$ cat src/rtl/xlat_pkg.sv
package xlat_pkg;
  typedef enum logic [1:0] {
    CMD_IDLE    = 2'd0,
    CMD_WRITE   = 2'd1,
    CMD_INV_VA  = 2'd2,
    CMD_INV_ALL = 2'd3
  } xlat_cmd_e;
endpackage

$ cat src/rtl/xlat_lock_ctrl.sv
module xlat_lock_ctrl #(
  parameter int LOCK_N = 8,
  localparam int LK_W = (LOCK_N > 1) ? $clog2(LOCK_N) : 1
) (
  input  logic            clk,
  input  logic            rst_n,
  input  logic            load,
  input  logic [LK_W-1:0] load_slot,
  input  logic            load_keep,
  input  logic            advance,
  output logic            keep_q,
  output logic [LK_W-1:0] victim_q
);
  localparam logic [LK_W-1:0] LAST = LK_W'(LOCK_N - 1);

  always_ff @(posedge clk) begin
    if (!rst_n) begin
      keep_q   <= 1'b0;
      victim_q <= '0;
    end else if (load) begin
      keep_q   <= load_keep;
      victim_q <= load_slot;
    end else if (advance) begin
      victim_q <= (victim_q == LAST) ? '0 : victim_q + 1'b1;
    end
  end
endmodule

$ cat src/rtl/xlat_lock_store.sv
module xlat_lock_store #(
  parameter int PN_W   = 20,
  parameter int LOCK_N = 8,
  localparam int LK_W = (LOCK_N > 1) ? $clog2(LOCK_N) : 1
) (
  input  logic            clk,
  input  logic            rst_n,
  input  logic            we,
  input  logic [LK_W-1:0] wr_slot,
  input  logic [PN_W-1:0] wr_vpn,
  input  logic [PN_W-1:0] wr_ppn,
  input  logic            inv_va,
  input  logic [PN_W-1:0] inv_vpn,
  input  logic [PN_W-1:0] lu_vpn,
  output logic            lu_hit,
  output logic [PN_W-1:0] lu_ppn
);
  logic [LOCK_N-1:0] valid_q;
  logic [PN_W-1:0]   vpn_q [LOCK_N];
  logic [PN_W-1:0]   ppn_q [LOCK_N];
  logic [LOCK_N-1:0] lu_match;
  logic [LOCK_N-1:0] inv_match;

  genvar g;
  generate
    for (g = 0; g < LOCK_N; g++) begin : g_cmp
      assign lu_match[g]  = valid_q[g] && (vpn_q[g] == lu_vpn);
      assign inv_match[g] = valid_q[g] && (vpn_q[g] == inv_vpn);
    end
  endgenerate

  always_ff @(posedge clk) begin
    if (!rst_n) begin
      valid_q <= '0;
    end else if (inv_va) begin
      valid_q <= valid_q & ~inv_match;
    end else if (we) begin
      valid_q[wr_slot] <= 1'b1;
    end
  end

  always_ff @(posedge clk) begin
    if (we && !inv_va) begin
      vpn_q[wr_slot] <= wr_vpn;
      ppn_q[wr_slot] <= wr_ppn;
    end
  end

  always_comb begin
    lu_hit = |lu_match;
    lu_ppn = '0;
    for (int i = 0; i < LOCK_N; i++) begin
      if (lu_match[i]) lu_ppn = lu_ppn | ppn_q[i];
    end
  end
endmodule

$ cat src/rtl/xlat_set_store.sv
module xlat_set_store #(
  parameter int PN_W  = 20,
  parameter int SET_N = 32,
  parameter int WAY_N = 2,
  localparam int IDX_W = $clog2(SET_N),
  localparam int TAG_W = PN_W - IDX_W,
  localparam int WAY_W = (WAY_N > 1) ? $clog2(WAY_N) : 1
) (
  input  logic            clk,
  input  logic            rst_n,
  input  logic            we,
  input  logic [PN_W-1:0] wr_vpn,
  input  logic [PN_W-1:0] wr_ppn,
  input  logic            inv_all,
  input  logic            inv_va,
  input  logic [PN_W-1:0] inv_vpn,
  input  logic [PN_W-1:0] lu_vpn,
  output logic            lu_hit,
  output logic [PN_W-1:0] lu_ppn
);
  localparam logic [WAY_W-1:0] LAST_WAY = WAY_W'(WAY_N - 1);

  logic [WAY_N-1:0] valid_q [SET_N];
  logic [TAG_W-1:0] tag_q   [SET_N][WAY_N];
  logic [PN_W-1:0]  ppn_q   [SET_N][WAY_N];
  logic [WAY_W-1:0] rr_q    [SET_N];

  logic [IDX_W-1:0] wr_idx, inv_idx, lu_idx;
  logic [TAG_W-1:0] wr_tag, inv_tag, lu_tag;
  logic [WAY_N-1:0] lu_match, inv_match;
  logic [WAY_W-1:0] wr_way;

  assign wr_idx  = wr_vpn[IDX_W-1:0];
  assign wr_tag  = wr_vpn[PN_W-1:IDX_W];
  assign inv_idx = inv_vpn[IDX_W-1:0];
  assign inv_tag = inv_vpn[PN_W-1:IDX_W];
  assign lu_idx  = lu_vpn[IDX_W-1:0];
  assign lu_tag  = lu_vpn[PN_W-1:IDX_W];
  assign wr_way  = rr_q[wr_idx];

  genvar w;
  generate
    for (w = 0; w < WAY_N; w++) begin : g_way
      assign lu_match[w]  = valid_q[lu_idx][w]  && (tag_q[lu_idx][w]  == lu_tag);
      assign inv_match[w] = valid_q[inv_idx][w] && (tag_q[inv_idx][w] == inv_tag);
    end
  endgenerate

  always_ff @(posedge clk) begin
    if (!rst_n) begin
      for (int s = 0; s < SET_N; s++) begin
        valid_q[s] <= '0;
        rr_q[s]    <= '0;
      end
    end else if (inv_all) begin
      for (int s = 0; s < SET_N; s++) valid_q[s] <= '0;
    end else if (inv_va) begin
      valid_q[inv_idx] <= valid_q[inv_idx] & ~inv_match;
    end else if (we) begin
      valid_q[wr_idx][wr_way] <= 1'b1;
      rr_q[wr_idx] <= (wr_way == LAST_WAY) ? '0 : wr_way + 1'b1;
    end
  end

  always_ff @(posedge clk) begin
    if (we && !inv_all && !inv_va) begin
      tag_q[wr_idx][wr_way] <= wr_tag;
      ppn_q[wr_idx][wr_way] <= wr_ppn;
    end
  end

  always_comb begin
    lu_hit = |lu_match;
    lu_ppn = '0;
    for (int i = 0; i < WAY_N; i++) begin
      if (lu_match[i]) lu_ppn = lu_ppn | ppn_q[lu_idx][i];
    end
  end
endmodule

$ cat src/rtl/xlat_buffer.sv
module xlat_buffer #(
  parameter int PN_W   = 20,
  parameter int SET_N  = 32,
  parameter int WAY_N  = 2,
  parameter int LOCK_N = 8,
  localparam int LK_W = (LOCK_N > 1) ? $clog2(LOCK_N) : 1
) (
  input  logic            clk,
  input  logic            rst_n,
  input  logic            mmu_en,
  input  logic            req_valid,
  output logic            req_ready,
  input  logic [PN_W-1:0] req_vpn,
  output logic            rsp_valid,
  input  logic            rsp_ready,
  output logic            rsp_hit,
  output logic [PN_W-1:0] rsp_ppn,
  input  logic            wr_en,
  input  logic [PN_W-1:0] wr_vpn,
  input  logic [PN_W-1:0] wr_ppn,
  input  logic            lock_load,
  input  logic [LK_W-1:0] lock_slot,
  input  logic            lock_keep,
  input  logic            inv_all,
  input  logic            inv_va,
  input  logic [PN_W-1:0] inv_vpn
);
  import xlat_pkg::*;

  xlat_cmd_e       cmd;
  logic            keep_q;
  logic [LK_W-1:0] victim_q;
  logic            lk_we, sa_we, do_inv_va, do_inv_all;
  logic            lk_hit, sa_hit;
  logic [PN_W-1:0] lk_ppn, sa_ppn;
  logic            fire;

  always_comb begin
    if (inv_all)     cmd = CMD_INV_ALL;
    else if (inv_va) cmd = CMD_INV_VA;
    else if (wr_en)  cmd = CMD_WRITE;
    else             cmd = CMD_IDLE;
  end

  assign lk_we      = (cmd == CMD_WRITE) && keep_q;
  assign sa_we      = (cmd == CMD_WRITE) && !keep_q;
  assign do_inv_va  = (cmd == CMD_INV_VA);
  assign do_inv_all = (cmd == CMD_INV_ALL);

  xlat_lock_ctrl #(.LOCK_N(LOCK_N)) u_lock_ctrl (
    .clk(clk), .rst_n(rst_n),
    .load(lock_load), .load_slot(lock_slot), .load_keep(lock_keep),
    .advance(lk_we), .keep_q(keep_q), .victim_q(victim_q)
  );

  xlat_lock_store #(.PN_W(PN_W), .LOCK_N(LOCK_N)) u_lock_store (
    .clk(clk), .rst_n(rst_n),
    .we(lk_we), .wr_slot(victim_q), .wr_vpn(wr_vpn), .wr_ppn(wr_ppn),
    .inv_va(do_inv_va), .inv_vpn(inv_vpn),
    .lu_vpn(req_vpn), .lu_hit(lk_hit), .lu_ppn(lk_ppn)
  );

  xlat_set_store #(.PN_W(PN_W), .SET_N(SET_N), .WAY_N(WAY_N)) u_set_store (
    .clk(clk), .rst_n(rst_n),
    .we(sa_we), .wr_vpn(wr_vpn), .wr_ppn(wr_ppn),
    .inv_all(do_inv_all), .inv_va(do_inv_va), .inv_vpn(inv_vpn),
    .lu_vpn(req_vpn), .lu_hit(sa_hit), .lu_ppn(sa_ppn)
  );

  assign req_ready = !rsp_valid || rsp_ready;
  assign fire      = req_valid && req_ready;

  always_ff @(posedge clk) begin
    if (!rst_n) begin
      rsp_valid <= 1'b0;
      rsp_hit   <= 1'b0;
      rsp_ppn   <= '0;
    end else if (fire) begin
      rsp_valid <= 1'b1;
      if (!mmu_en) begin
        rsp_hit <= 1'b1;
        rsp_ppn <= req_vpn;
      end else if (lk_hit) begin
        rsp_hit <= 1'b1;
        rsp_ppn <= lk_ppn;
      end else if (sa_hit) begin
        rsp_hit <= 1'b1;
        rsp_ppn <= sa_ppn;
      end else begin
        rsp_hit <= 1'b0;
        rsp_ppn <= '0;
      end
    end else if (rsp_ready) begin
      rsp_valid <= 1'b0;
    end
  end
endmodule

$ cat config.mk
export PLATFORM = sky130hd
export DESIGN_NAME = xlat_buffer
export DESIGN_NICKNAME = d
export VERILOG_FILES = /design/src/rtl/xlat_pkg.sv /design/src/rtl/xlat_lock_ctrl.sv /design/src/rtl/xlat_lock_store.sv /design/src/rtl/xlat_set_store.sv /design/src/rtl/xlat_buffer.sv
export SDC_FILE = /design/constraint.sdc
export NUM_CORES = 2
export LEC_CHECK = 0
export BUFFER_PORTS_ARGS = -buffer_cell sky130_fd_sc_hd__buf_2
export CORE_AREA = 5 5 592 448
export DETAILED_ROUTE_END_ITERATION = 8
export DIE_AREA = 0 0 597 453
export SYNTH_ARGS = -nofsm -noshare
export SYNTH_HDL_FRONTEND = slang
export SYNTH_SLANG_ARGS = --single-unit
$ cat constraint.sdc
create_clock -name clk -period 5.8 [get_ports clk]
set_clock_uncertainty 0.05 [all_clocks]
set_input_delay 0.58 -clock clk [delete_from_list [all_inputs] [get_ports clk]]
set_output_delay 0.58 -clock clk [all_outputs]
set_load 0.05 [all_outputs]
# Word-level counts from Yosys, hierarchy flattened
# Memory sizes are Yosys's and may differ from the RTL's.
# Index checks and enable logic that the tools add are counted.
[totals]
reg_bits = 34
mem_bits_rw = 2656
in_bits = 93
word_cells = 227
memories = 6
[op_classes]
addsub = 2
n_lt_le_gt_ge = 6
eq_ne = 24
muxes = 95
bitwise = 46
n_reduce_logical = 42
[memory_table]
columns = ["memory", "depth", "word_bits", "rd", "rd_clocked_by_memory_dff", "wr", "line", "text"]
rows = [
  ["u_set_store.ppn_q", 32, 40, 1, 0, 1, "xlat_set_store.sv:25", "logic [PN_W-1:0] ppn_q [SET_N][WAY_N];"],
  ["u_set_store.tag_q", 32, 30, 2, 0, 1, "xlat_set_store.sv:24", "logic [TAG_W-1:0] tag_q [SET_N][WAY_N];"],
  ["u_lock_store.ppn_q", 8, 20, 8, 0, 1, "xlat_lock_store.sv:20", "logic [PN_W-1:0] ppn_q [LOCK_N];"],
  ["u_lock_store.vpn_q", 8, 20, 8, 0, 1, "xlat_lock_store.sv:19", "logic [PN_W-1:0] vpn_q [LOCK_N];"],
  ["u_set_store.valid_q", 32, 2, 2, 0, 32, "xlat_set_store.sv:23", "logic [WAY_N-1:0] valid_q [SET_N];"],
  ["u_set_store.rr_q", 32, 1, 1, 0, 32, "xlat_set_store.sv:26", "logic [WAY_W-1:0] rr_q [SET_N];"],
]
[op_table]
columns = ["operator", "n"]
rows = [
  ["$eq A20 B20 Y1", 16],
  ["$mux W20", 14],
  ["$or A20 B20 Y20", 8],
  ["$mux W2", 38],
  ["$eq A15 B15 Y1", 4],
  ["$mux W40", 1],
  ["$or A1 B1 Y1", 32],
  ["$mux W30", 1],
  ["$logic_and A1 B1 Y1", 29],
  ["$mux W1", 28],
  ["$demux W20 S1", 1],
  ["$mux W8", 2],
  ["$demux W15 S1", 1],
  ["$mux W15", 1],
  ["$mux W5", 3],
  ["$mux W3", 3],
  ["$and A8 B8 Y8", 1],
  ["$not A8 Y8", 1],
  ["$or A8 B8 Y8", 1],
  ["$reduce_or A8 Y1", 1],
  ["$reduce_bool A2 Y1", 3],
  ["$reduce_or A2 Y1", 3],
  ["$eq A2 B2 Y1 const B", 2],
  ["$logic_not A1 Y1", 4],
  ["other kinds (17)", 17],
]

# Longest topological paths before layout
# An unclocked memory read counts as a cell.
[depth]
word_depth = 20
ltp_mapped = 16
ltp_nobuf = 9

# Modules after synthesis
# Synthesis repeated with hierarchy kept, for this count alone.
[unflattened]
cells_unflattened = 6331
hier_area_um2 = 117325.0
[modules_own_cells]
columns = ["module", "instances", "cells_each", "area_each_um2", "seq_area_each_um2"]
rows = [
  ["xlat_set_store", 1, 5039, 100067.2, 69827.0],
  ["xlat_lock_store", 1, 1138, 15806.4, 9769.4],
  ["xlat_buffer", 1, 135, 1239.9, 440.4],
  ["xlat_lock_ctrl", 1, 19, 211.5, 80.1],
]

# Least setup slack after synthesis
# OpenSTA, ideal clock, no wires.
[synth_timing]
path_kind = "in2reg"
startpoint = "input port wr_vpn[0]"
endpoint = "memory u_set_store.ppn_q[16][0] in the netlist's numbering, enable pin"
setup_time_ns = 0.473
t_arrival_ns = 4.846
t_required_ns = 5.277
setup_slack_ns = 0.431
path_stages = 8
path_buffers = 4
cell_sequence = "clkbuf_1 -> buf_2 -> mux4_2 -> o22ai_1 -> or4_1 -> clkbuf_1 -> clkbuf_1 -> nor3_1"
[synth_via]
elab_chain_len = 7
word_cells_on_any_way = 8
cone_classes = "order compare: 2; mux: 3; bitwise: 1; reduce/logical: 1; memory: 1"
[synth_lines]
columns = ["element", "line", "text"]
rows = [
  ["from (decl)", "xlat_buffer.sv:19", "input logic [PN_W-1:0] wr_vpn,"],
  ["$mem_v2 Z32 W1", "-", ""],
  ["$not A1 Y2 (implied by the code)", "xlat_set_store.sv:68", "ppn_q[wr_idx][wr_way] <= wr_ppn;"],
  ["$ge A2 B2 Y1 (implied by the code) / $lt A2 B1 Y1 (equally long branches)", "xlat_set_store.sv:68", ""],
  ["$logic_and A1 B1 Y1 (implied by the code)", "xlat_set_store.sv:68", ""],
  ["$mux W20 (implied by the code)", "xlat_set_store.sv:68", ""],
  ["$demux W20 S1", "xlat_set_store.sv:68", ""],
  ["$mux W40 (implied by the code)", "xlat_set_store.sv:68", ""],
  ["to (decl)", "xlat_set_store.sv:25", ""],
]
# Parallel ways exist; a longest one is shown, timed or not.

==> results.cfg <==
[run_status]
status = finished, final reports clean

[floorplan]
num_io_pins = 116
fp.dieW_um = 597
fp.coreArea_sq_um = 258400
dieArea_sq_um = 270400
dieHeight_um = 453
start_util_pct = 44.76
rows = 162

[layout]
seq_area_sq_um = 80120
drive_gt1_share_pct = 29.89
instances_no_fill = 9713
final_core_util_pct = 50.61
fillerInstances = 20537
nets = 6160
syn2layout_area_growth_pct = 13.06
multi_input_area_sq_um = 33980

[worst_setup_path]
critical_path_class = input pin to flip-flop
end_kind = flip-flop
reg2reg_slack_ps = 1540
rr_startpoint = u_set_store.tag_q[7][2]$_DFFE_PP_
cp_max_fo = 25
rr_worst_depth = 9
critPathLaunch = inv_vpn[0]
crit_arrival_ps = 4840
startpoint_type = input pin
r2r_end = u_set_store.valid_q[6][1]$_SDFFCE_PN0P_
cp-endpoint = u_set_store.valid_q[6][1]$_SDFFCE_PN0P_
required_ps = 6300

[yosys]
synth_warnings = 0
ys_ff_latch = 2690
yosysMostFrequentCell = edfxtp_1
synth_flop_cell = edfxtp_1
synth_enable_flop_cells = 2624
syn-num-nets = 5885
synth_area_sq_um = 115700
synth_top_area_share_pct = 68.12
synth_cell_types = 84
netlist_top_cells_area = edfxtp_1 (68%), mux4_2 (18%), xnor2_1 (2.3%), mux2i_1 (1.3%), dfxtp_1 (1.1%)
ys_top_cells_by_count = edfxtp_1 (2624), mux4_2 (944), xnor2_1 (298)
yosysTopAreaCell = edfxtp_1
synth-async-reset-ratio_pct = 0
syn_area_per_cell_sq_um = 19.98
synth_cells = 5790
yosysSeqAreaShare_pct = 69.26

[timing]
max_freq_ghz = 0.2305
fin_setup_tns_ps = 0
finalMaxSlewViolations = 0
hold_ws_ps = 60.91
worst-slew-pin-transition_ps = 1188
slew_headroom_pct = 20.82
rsz0062_at_grt = false
min_period_ps = 4339
final_hold_viol_count = 0
period_share_pct = 74.81
final-setup-viol-count = 0
setup_slack_ps = 1461

[global_route]
first_global_vias = 62661
grt_use_total_pct = 26.90
grt_pass1_wl_um = 510200
antenna_found_initial = 25
grt_overflow = 0
grt_max_degree = 100

[drt]
dr.first_iter.drc_count = 10859
ant_nets = 0
route.vias.total = 64449
viasPerCell = 6.635
drcViolationCount = 0
wirelength_um = 368800
firstDrtPassIters = 6
wl_per_cell_um = 37.97

[placed_design]
dp_slack_ps = 709.9
hpwl_um = 213900
globalplace.congestion = 0.8819
port_buffers = 115
dp_cells = 9226

[clocking]
cts_made_buffers = 275
cts_tree = built
htreeDepth = 5
cts.sinks = 2690
cts-resized-gates = 0
clk_latency_ps = 830
cts_root_buffer = clkbuf_16
clkTransAtPathRegs_ps = 60
cts_buffer_depth = 4

[worst_hold_path]
holdPathStages = 4
holdCritPathClass = input pin to flip-flop

[flow_run]
cap_violations = 0

[pwr]
p_leak_nw = 40.69
power_density_nw_per_um2 = 319.3
peakVddDrop_mv = 0.1978
-- power by group --
group	internal (W)	leakage (nW)	switching [W]
Sequential	0.0214	24.3	0.0000394
Combinational	0.00107	12.2	0.00193
Clock	0.00992	4.21	0.00743
-- cell type report --
type / count / share of cell area, %
Antenna cell: 6 / 0.01148
Clock buffer: 342 / 5.671
Clock inverter: 133 / 0.8954
Inverter: 25 / 0.07940
Multi-Input combinational cell: 2666 / 25.98
Sequential cell: 2690 / 61.26
Tap cell: 3444 / 3.295
Timing Repair Buffer: 407 / 2.813
-- metal layers --
layer | track usage (%) | wire, um
met4 | 6.891 | 10380
met3 | 7.987 | 50310
met2 | 38.33 | 158600
met1 | 40.65 | 149500
met5 | 0 | 0
-- critical path: stages --
cell and delay [ps]:
buf_8 330, buf_4 440, mux4_2 560, mux4_2 460, mux2i_1 340, xnor2_1 160, nor4_1 610, nand4_1 370
a21oi_1 500, nand2b_1 350, nor3_1 90
-- logic make-up (layout without fill, tap and decap cells) --
kind of cell,after synthesis,count (layout),share of synthesized area (%)
xor+xnor,381,381,2.885
other cells,0,6,0
buf+inv,434,907,1.868
compound gates,488,488,3.200
flops,2690,2690,69.26
simple gates,675,675,2.817
mux,1120,1120,19.95
fa+ha+maj,2,2,0.02163
-- registers in the layout (all words and copies together), names as in the netlist --
signal and flops:
rsp_hit 1, rsp_ppn 20, rsp_valid 1, u_lock_ctrl.keep_q 1
u_lock_ctrl.victim_q 3, u_lock_store.ppn_q 160, u_lock_store.valid_q 8, u_lock_store.vpn_q 160
u_set_store.ppn_q 1280, u_set_store.rr_q 32, u_set_store.tag_q 960, u_set_store.valid_q 64
-- worst min-delay path by stage --
stage,startpoint,end
final,lock_slot[2],u_lock_ctrl.victim_q[2]$_SDFFE_PN0P_
after global routing,wr_vpn[9],u_set_store.tag_q[31][19]$_DFFE_PP_
after CTS,lock_slot[2],u_lock_ctrl.victim_q[2]$_SDFFE_PN0P_
after detailed placement,u_set_store.rr_q[15]$_DFF_P_,u_set_store.rr_q[15]$_DFF_P_
after global placement,u_set_store.rr_q[15]$_DFF_P_,u_set_store.rr_q[15]$_DFF_P_
after floorplan,u_set_store.rr_q[15]$_DFF_P_,u_set_store.rr_q[15]$_DFF_P_
-- cell usage in the layout, fill, tap and decap left out, types with 83 or more instances in the layout --
cell / count
xor2_1: 83
mux2i_1: 156
buf_2: 105
nor2_1: 105
clkbuf_16: 286
nand2_1: 207
edfxtp_1: 2624
mux4_2: 944
xnor2_1: 298
o21ai_0: 120
buf_4: 223
-- repair_timing --
action	4_1_cts	5_1_grt
hold buffers	6	0
buffers inserted	0	0
hold endpoints to repair	8	0
-- per-stage QoR --
stage	cell area [sq um]	power [W]
after floorplan	115700	0.02347
after global placement	122100	0.02475
after detailed placement	122100	0.02477
after CTS	130800	0.04195
after global routing	130800	0.04291
final	130800	0.04176
Note: power is estimated with default switching activity, not from simulation.
